[config.mk]
export PLATFORM = sky130hd
export DESIGN_NAME = sticky_irq_field
export DESIGN_NICKNAME = d
export VERILOG_FILES = /design/src/rtl/sirq_pkg.sv /design/src/rtl/sirq_event_detect.sv /design/src/rtl/sirq_gate.sv /design/src/rtl/sirq_store.sv /design/src/rtl/sticky_irq_field.sv
export SDC_FILE = /design/constraint.sdc
export NUM_CORES = 1
export LEC_CHECK = 0
export BUFFER_PORTS_ARGS = -buffer_cell sky130_fd_sc_hd__buf_2
export CAP_MARGIN = 20
export CORE_MARGIN = 2
export CORE_UTILIZATION = 45
export CTS_CLUSTER_SIZE = 10
export DETAILED_ROUTE_END_ITERATION = 12
export GPL_ROUTABILITY_DRIVEN = 0
export GPL_TIMING_DRIVEN = 0
export PLACE_DENSITY = 0.85
export SYNTH_ARGS = -nofsm -noshare
export SYNTH_HDL_FRONTEND = slang
export SYNTH_HIERARCHICAL = 1
export SYNTH_SLANG_ARGS = --single-unit
export TNS_END_PERCENT = 100
[constraint.sdc]
create_clock -name clk_i -period 1.2 [get_ports clk_i]
set_input_delay 0.36 -clock clk_i [delete_from_list [all_inputs] [get_ports clk_i]]
set_output_delay 0.36 -clock clk_i [all_outputs]
set_load 0.1 [all_outputs]
[src/rtl/sirq_pkg.sv]
package sirq_pkg;
  typedef enum logic [1:0] {
    CAP_LEVEL = 2'd0,
    CAP_RISE  = 2'd1,
    CAP_FALL  = 2'd2,
    CAP_BOTH  = 2'd3
  } capture_e;

  typedef enum logic [1:0] {
    GATE_NONE = 2'd0,
    GATE_HIGH = 2'd1,
    GATE_LOW  = 2'd2
  } gate_e;

  typedef enum logic {
    HOLD_BITS = 1'b0,
    HOLD_WORD = 1'b1
  } hold_e;
endpackage

[src/rtl/sirq_event_detect.sv]
module sirq_event_detect
  import sirq_pkg::*;
#(
  parameter int unsigned WIDTH   = 8,
  parameter capture_e    CAPTURE = CAP_RISE
) (
  input  logic             clk_i,
  input  logic             rst_ni,
  input  logic [WIDTH-1:0] sig_i,
  output logic [WIDTH-1:0] evt_o
);

  if (CAPTURE == CAP_LEVEL) begin : g_level
    logic unused_clk;
    assign unused_clk = clk_i ^ rst_ni;
    assign evt_o = sig_i;
  end else begin : g_edge
    logic [WIDTH-1:0] prev_q;
    logic [WIDTH-1:0] rise;
    logic [WIDTH-1:0] fall;

    // cleared at reset so the first sample is compared against zero
    always_ff @(posedge clk_i or negedge rst_ni) begin
      if (!rst_ni) prev_q <= '0;
      else         prev_q <= sig_i;
    end

    assign rise = sig_i & ~prev_q;
    assign fall = prev_q & ~sig_i;

    if (CAPTURE == CAP_RISE) begin : g_rise
      assign evt_o = rise;
    end else if (CAPTURE == CAP_FALL) begin : g_fall
      assign evt_o = fall;
    end else begin : g_both
      assign evt_o = rise | fall;
    end
  end

endmodule

[src/rtl/sirq_gate.sv]
module sirq_gate
  import sirq_pkg::*;
#(
  parameter int unsigned WIDTH = 8,
  parameter gate_e       GATE  = GATE_NONE
) (
  input  logic             en_i,
  input  logic [WIDTH-1:0] evt_i,
  output logic [WIDTH-1:0] hit_o
);

  if (GATE == GATE_HIGH) begin : g_high
    assign hit_o = en_i ? evt_i : '0;
  end else if (GATE == GATE_LOW) begin : g_low
    assign hit_o = en_i ? '0 : evt_i;
  end else begin : g_none
    logic unused_en;
    assign unused_en = en_i;
    assign hit_o = evt_i;
  end

endmodule

[src/rtl/sirq_store.sv]
module sirq_store
  import sirq_pkg::*;
#(
  parameter int unsigned WIDTH   = 8,
  parameter hold_e       HOLD    = HOLD_BITS,
  parameter bit          HW_WINS = 1'b0
) (
  input  logic             clk_i,
  input  logic             rst_ni,
  input  logic [WIDTH-1:0] hit_i,
  input  logic             clr_we_i,
  input  logic [WIDTH-1:0] clr_mask_i,
  output logic [WIDTH-1:0] status_o
);

  logic [WIDTH-1:0] stat_q;
  logic [WIDTH-1:0] stat_d;
  logic [WIDTH-1:0] hw_val;
  logic [WIDTH-1:0] sw_val;
  logic             hw_take;

  if (HOLD == HOLD_BITS) begin : g_bits
    assign hw_take = |hit_i;
    assign hw_val  = stat_q | hit_i;
  end else begin : g_word
    assign hw_take = ~|stat_q & |hit_i;
    assign hw_val  = hit_i;
  end

  assign sw_val = stat_q & ~clr_mask_i;

  if (HW_WINS) begin : g_hw_first
    always_comb begin
      if (hw_take)       stat_d = hw_val;
      else if (clr_we_i) stat_d = sw_val;
      else               stat_d = stat_q;
    end
  end else begin : g_sw_first
    always_comb begin
      if (clr_we_i)     stat_d = sw_val;
      else if (hw_take) stat_d = hw_val;
      else              stat_d = stat_q;
    end
  end

  always_ff @(posedge clk_i or negedge rst_ni) begin
    if (!rst_ni) stat_q <= '0;
    else         stat_q <= stat_d;
  end

  assign status_o = stat_q;

  AST_NO_SPONTANEOUS: assert property (@(posedge clk_i) disable iff (!rst_ni)
    (hit_i == '0) |=> ((status_o & ~$past(status_o)) == '0));

  if (HOLD == HOLD_BITS) begin : g_ast_bits
    AST_BITS_HOLD: assert property (@(posedge clk_i) disable iff (!rst_ni)
      !clr_we_i |=> (($past(status_o) & ~status_o) == '0));
  end else begin : g_ast_word
    AST_WORD_FROZEN: assert property (@(posedge clk_i) disable iff (!rst_ni)
      ((status_o != '0) && !clr_we_i) |=> $stable(status_o));
  end

  if (!HW_WINS) begin : g_ast_sw
    AST_CLR_TAKES: assert property (@(posedge clk_i) disable iff (!rst_ni)
      clr_we_i |=> ((status_o & $past(clr_mask_i)) == '0));
  end else if (HOLD == HOLD_BITS) begin : g_ast_hw
    AST_HW_OVERRIDES: assert property (@(posedge clk_i) disable iff (!rst_ni)
      (hit_i != '0) |=> ((status_o & $past(hit_i | status_o)) == $past(hit_i | status_o)));
  end

endmodule

[src/rtl/sticky_irq_field.sv]
module sticky_irq_field
  import sirq_pkg::*;
#(
  parameter int unsigned WIDTH   = 8,
  parameter capture_e    CAPTURE = CAP_RISE,
  parameter hold_e       HOLD    = HOLD_BITS,
  parameter gate_e       GATE    = GATE_NONE,
  parameter bit          HW_WINS = 1'b0
) (
  input  logic             clk_i,
  input  logic             rst_ni,
  input  logic [WIDTH-1:0] sig_i,
  input  logic             en_i,
  input  logic             clr_we_i,
  input  logic [WIDTH-1:0] clr_mask_i,
  output logic [WIDTH-1:0] status_o,
  output logic             irq_o
);

  logic [WIDTH-1:0] evt;
  logic [WIDTH-1:0] hit;

  sirq_event_detect #(
    .WIDTH  (WIDTH),
    .CAPTURE(CAPTURE)
  ) u_detect (
    .clk_i (clk_i),
    .rst_ni(rst_ni),
    .sig_i (sig_i),
    .evt_o (evt)
  );

  sirq_gate #(
    .WIDTH(WIDTH),
    .GATE (GATE)
  ) u_gate (
    .en_i (en_i),
    .evt_i(evt),
    .hit_o(hit)
  );

  sirq_store #(
    .WIDTH  (WIDTH),
    .HOLD   (HOLD),
    .HW_WINS(HW_WINS)
  ) u_store (
    .clk_i     (clk_i),
    .rst_ni    (rst_ni),
    .hit_i     (hit),
    .clr_we_i  (clr_we_i),
    .clr_mask_i(clr_mask_i),
    .status_o  (status_o)
  );

  assign irq_o = |status_o;

  if (GATE == GATE_HIGH) begin : g_ast_gh
    AST_GATE_BLOCKS: assert property (@(posedge clk_i) disable iff (!rst_ni)
      !en_i |=> ((status_o & ~$past(status_o)) == '0));
  end else if (GATE == GATE_LOW) begin : g_ast_gl
    AST_GATE_BLOCKS: assert property (@(posedge clk_i) disable iff (!rst_ni)
      en_i |=> ((status_o & ~$past(status_o)) == '0));
  end

endmodule

==> run_results.csv <==
group,metric,value,unit
run_status,status,"complete, but fails checks",
run_status,failed_checks,"setup timing",
drt,antenna_left,0,
drt,vias,543,
critical_path,crit_path_max_incr_delay,510,ps
timing,tightest_slew,355,ps
grt,grt_pass1_vias,562,
placement,placedInstanceArea,916,um2
placement,place_inst,102,
placement,post-dp-hpwl,991,um
power_and_ir_drop,p_total,1.65,mW
run,maxCapViolCount,0,
yosys,synth.area.mux_share,0,%
power_and_ir_drop,leakage,0.583,nW
timing,min_period_over_period,143,%
timing,setup_ws,-519,ps
timing,period_needed,1720,ps
yosys,synth_warnings,6,
timing,drv_slew,0,
yosys,synth_top_area_share,56.3,%
yosys,syn_avg_cell_area,11.8,um2
floorplan,chipWidth,43.7,um
grt,grt_overflow_total,0,
floorplan,ioPinCount,29,
drt,drt-vias-per-instance,4.81,
yosys,synthSimpleGateAreaFrac,22.0,%
clocking,cts.sinks,16,
yosys,netlist_top_cells_area,"dfrtp_1, nor2b_4, buf_4, o22ai_1, inv_1",
critical_path,path_delay_family,"flip-flops",
final_layout,design_area,1150,um2
power_and_ir_drop,peakVddDrop,0.00102,V
final_layout,areaGrowthSynthToFinish,62.5,%
clocking,cts_tree,"yes",
yosys,synth_top_family_by_area,"simple AND/OR/NAND/NOR gates",
yosys,syn_area,711,um2
drt,first_iter_violations,0,
critical_path,path_buf_inv,1,
clocking,clkLatencyLatePin,280,ps
grt,grt_pass1_wl,2.42,mm
yosys,ys_types,11,
clocking,cts-root-buf,"clkbuf_4",
grt,antenna_found_initial,0,
clocking,cts.path.max_buffers,2,
placement,post-place-ws,-324,ps
critical_path,worstSetupPathType,"reg2out",
timing,whs,180,ps
critical_path,worst_path_max_delay_cell,"dfrtp_4",
timing,rsz0062_at_grt,"true",
timing,clock.fmax,0.582,GHz
critical_path,startpoint_type,"flop",
drt,wl_per_cell,14.0,um
final_layout,drive_gt1_share,67.0,%
final_layout,final_cells,113,
yosys,yosysTopAreaCell,"dfrtp_1",
timing,relSlewSlack,76.3,%
floorplan,die_h,43.7,um
critical_path,cp-end-kind,"output port",
yosys,yosys.area_share.xor_xnor,0,%
yosys,syn_inst,60,
floorplan,initial_utilization,47.7,%
grt,grt_usage,18.3,%
clocking,cts_buffers,3,
yosys,synthAdderAreaFrac,0,%
final_layout,final_common_cell,"buf_2",
yosys,synth_fp_nets,80,
clocking,htreeDepth,1,
drt,wirelength,1.58,mm
timing,worst_clock_skew,0.652,ps
timing,hold_viol_final,0,
clocking,cts.clk_slew.worst_paths,100,ps
critical_path,cp.required,840,ps
floorplan,core,1490,um2
floorplan,fp.dieArea,1910,um2
drt,drc,0,
hold_path,hold_class,"in2reg",
final_layout,num_antenna_cells,0,
yosys,ys_seq_elements,16,
timing,setup_viol,9,
critical_path,cp_max_fo,2,
yosys,yosysSeqAreaShare,56.3,%
power_and_ir_drop,p_per_area,1430,nW/um2
grt,grt_max_degree,17,
placement,port_buffers,26,
critical_path,critPathArrivalTime,1360,ps
floorplan,rows,14,
yosys,synth_compound_gate_area_share,7.39,%
critical_path,crit_chain,"nor4_4 -> nand2_4 -> buf_12",
final_layout,layout_common_cells,"buf_2, buf_4, buf_12, nor2b_4, dfrtp_1",
final_layout,layout.nets,119,
drt,drt_pass1_iterations,1,
-- routing by layer --
metal	routed length (um)	up-vias	share of wire [%]	track usage, %
met5	0	-	0	0
met4	37	0	2.3	10.9
met3	93	5	5.9	5.00
met2	778	17	49	29.4
met1	667	258	42	21.8
li1	-	263	-	-
-- cells by family after synthesis --
kind of cell	Yosys count
AND/OR/NAND/NOR	19
flip-flops	16
buffers and inverters	17
AO/OA/AOI/OAI	8
-- flip-flops by register name, indices dropped and copies added (netlist names) --
| name | cells |
|---|---|
| u_detect/g_edge.prev_q | 8 |
| u_store/status_o | 8 |
-- stage by stage --
stage | utilization (%) | TNS, ps
6_report | 77.6 | -1900
5_1_grt | 77.6 | -2150
4_1_cts | 75.0 | -1700
3_5_place_dp | 61.5 | -357
3_3_place_gp | 61.5 | -347
2_1_floorplan | - | -364
-- worst paths after layout --
| check | from | endpoint | slack (ps) | depth (start not counted) |
|---|---|---|---|---|
| setup reg to reg | u_store/status_o[2]$_DFFE_PN0P_ | u_store/status_o[2]$_DFFE_PN0P_ | 130 | 5 |
| max in group asynchronous | rst_ni | u_store/status_o[7]$_DFFE_PN0P_ | 400 | 2 |
| hold reg to reg | u_store/status_o[5]$_DFFE_PN0P_ | u_store/status_o[5]$_DFFE_PN0P_ | 650 | 2 |
| setup / recovery | u_store/status_o[0]$_DFFE_PN0P_ | irq_o | -520 | 3 |
| hold / removal | sig_i[4] | u_detect/g_edge.prev_q[4]$_DFF_PN0_ | 180 | 1 |
| min in group asynchronous | rst_ni | u_detect/g_edge.prev_q[1]$_DFF_PN0_ | 500 | 2 |
-- Yosys cell counts --
cell type	count
nor2b_4	8
a22o_1	1
inv_1	7
buf_6	1
o22ai_1	7
inv_2	1
nor2_1	7
nand2_1	2
nor4_1	2
dfrtp_1	16
buf_4	8
-- where the power goes --
group,switching [mW],internal (mW)
registers,0.0771,0.603
logic,0.393,0.297
clock network,0.167,0.117
-- worst register-to-register path: stages, from the launching register on --
cell and delay [ps]:
dfrtp_2 440, buf_6 130, buf_4 120, buf_4 120, nor2_1 80, o22ai_1 80
-- area by class of cell --
| cell class | count | area (um2) |
|---|---|---|
| plain buffers | 9 | 71.3 |
| clock buffers | 3 | 22.5 |
| fillers | 94 | 334 |
| inverters | 8 | 30.0 |
| multi-input cells | 27 | 246 |
| flip-flops and latches | 16 | 418 |
| well taps | 16 | 20.0 |
| repair buffers | 34 | 347 |
-- timing repair --
action                                 4_1_cts  5_1_grt
hold buffers                                 1        0
pin swaps                                    2        0
setup endpoints to repair                    9        9
gates resized for setup                     37        4
endpoints found under the hold margin       16        0
setup buffers                                4        4
Note: power is estimated with default switching activity, not from simulation.
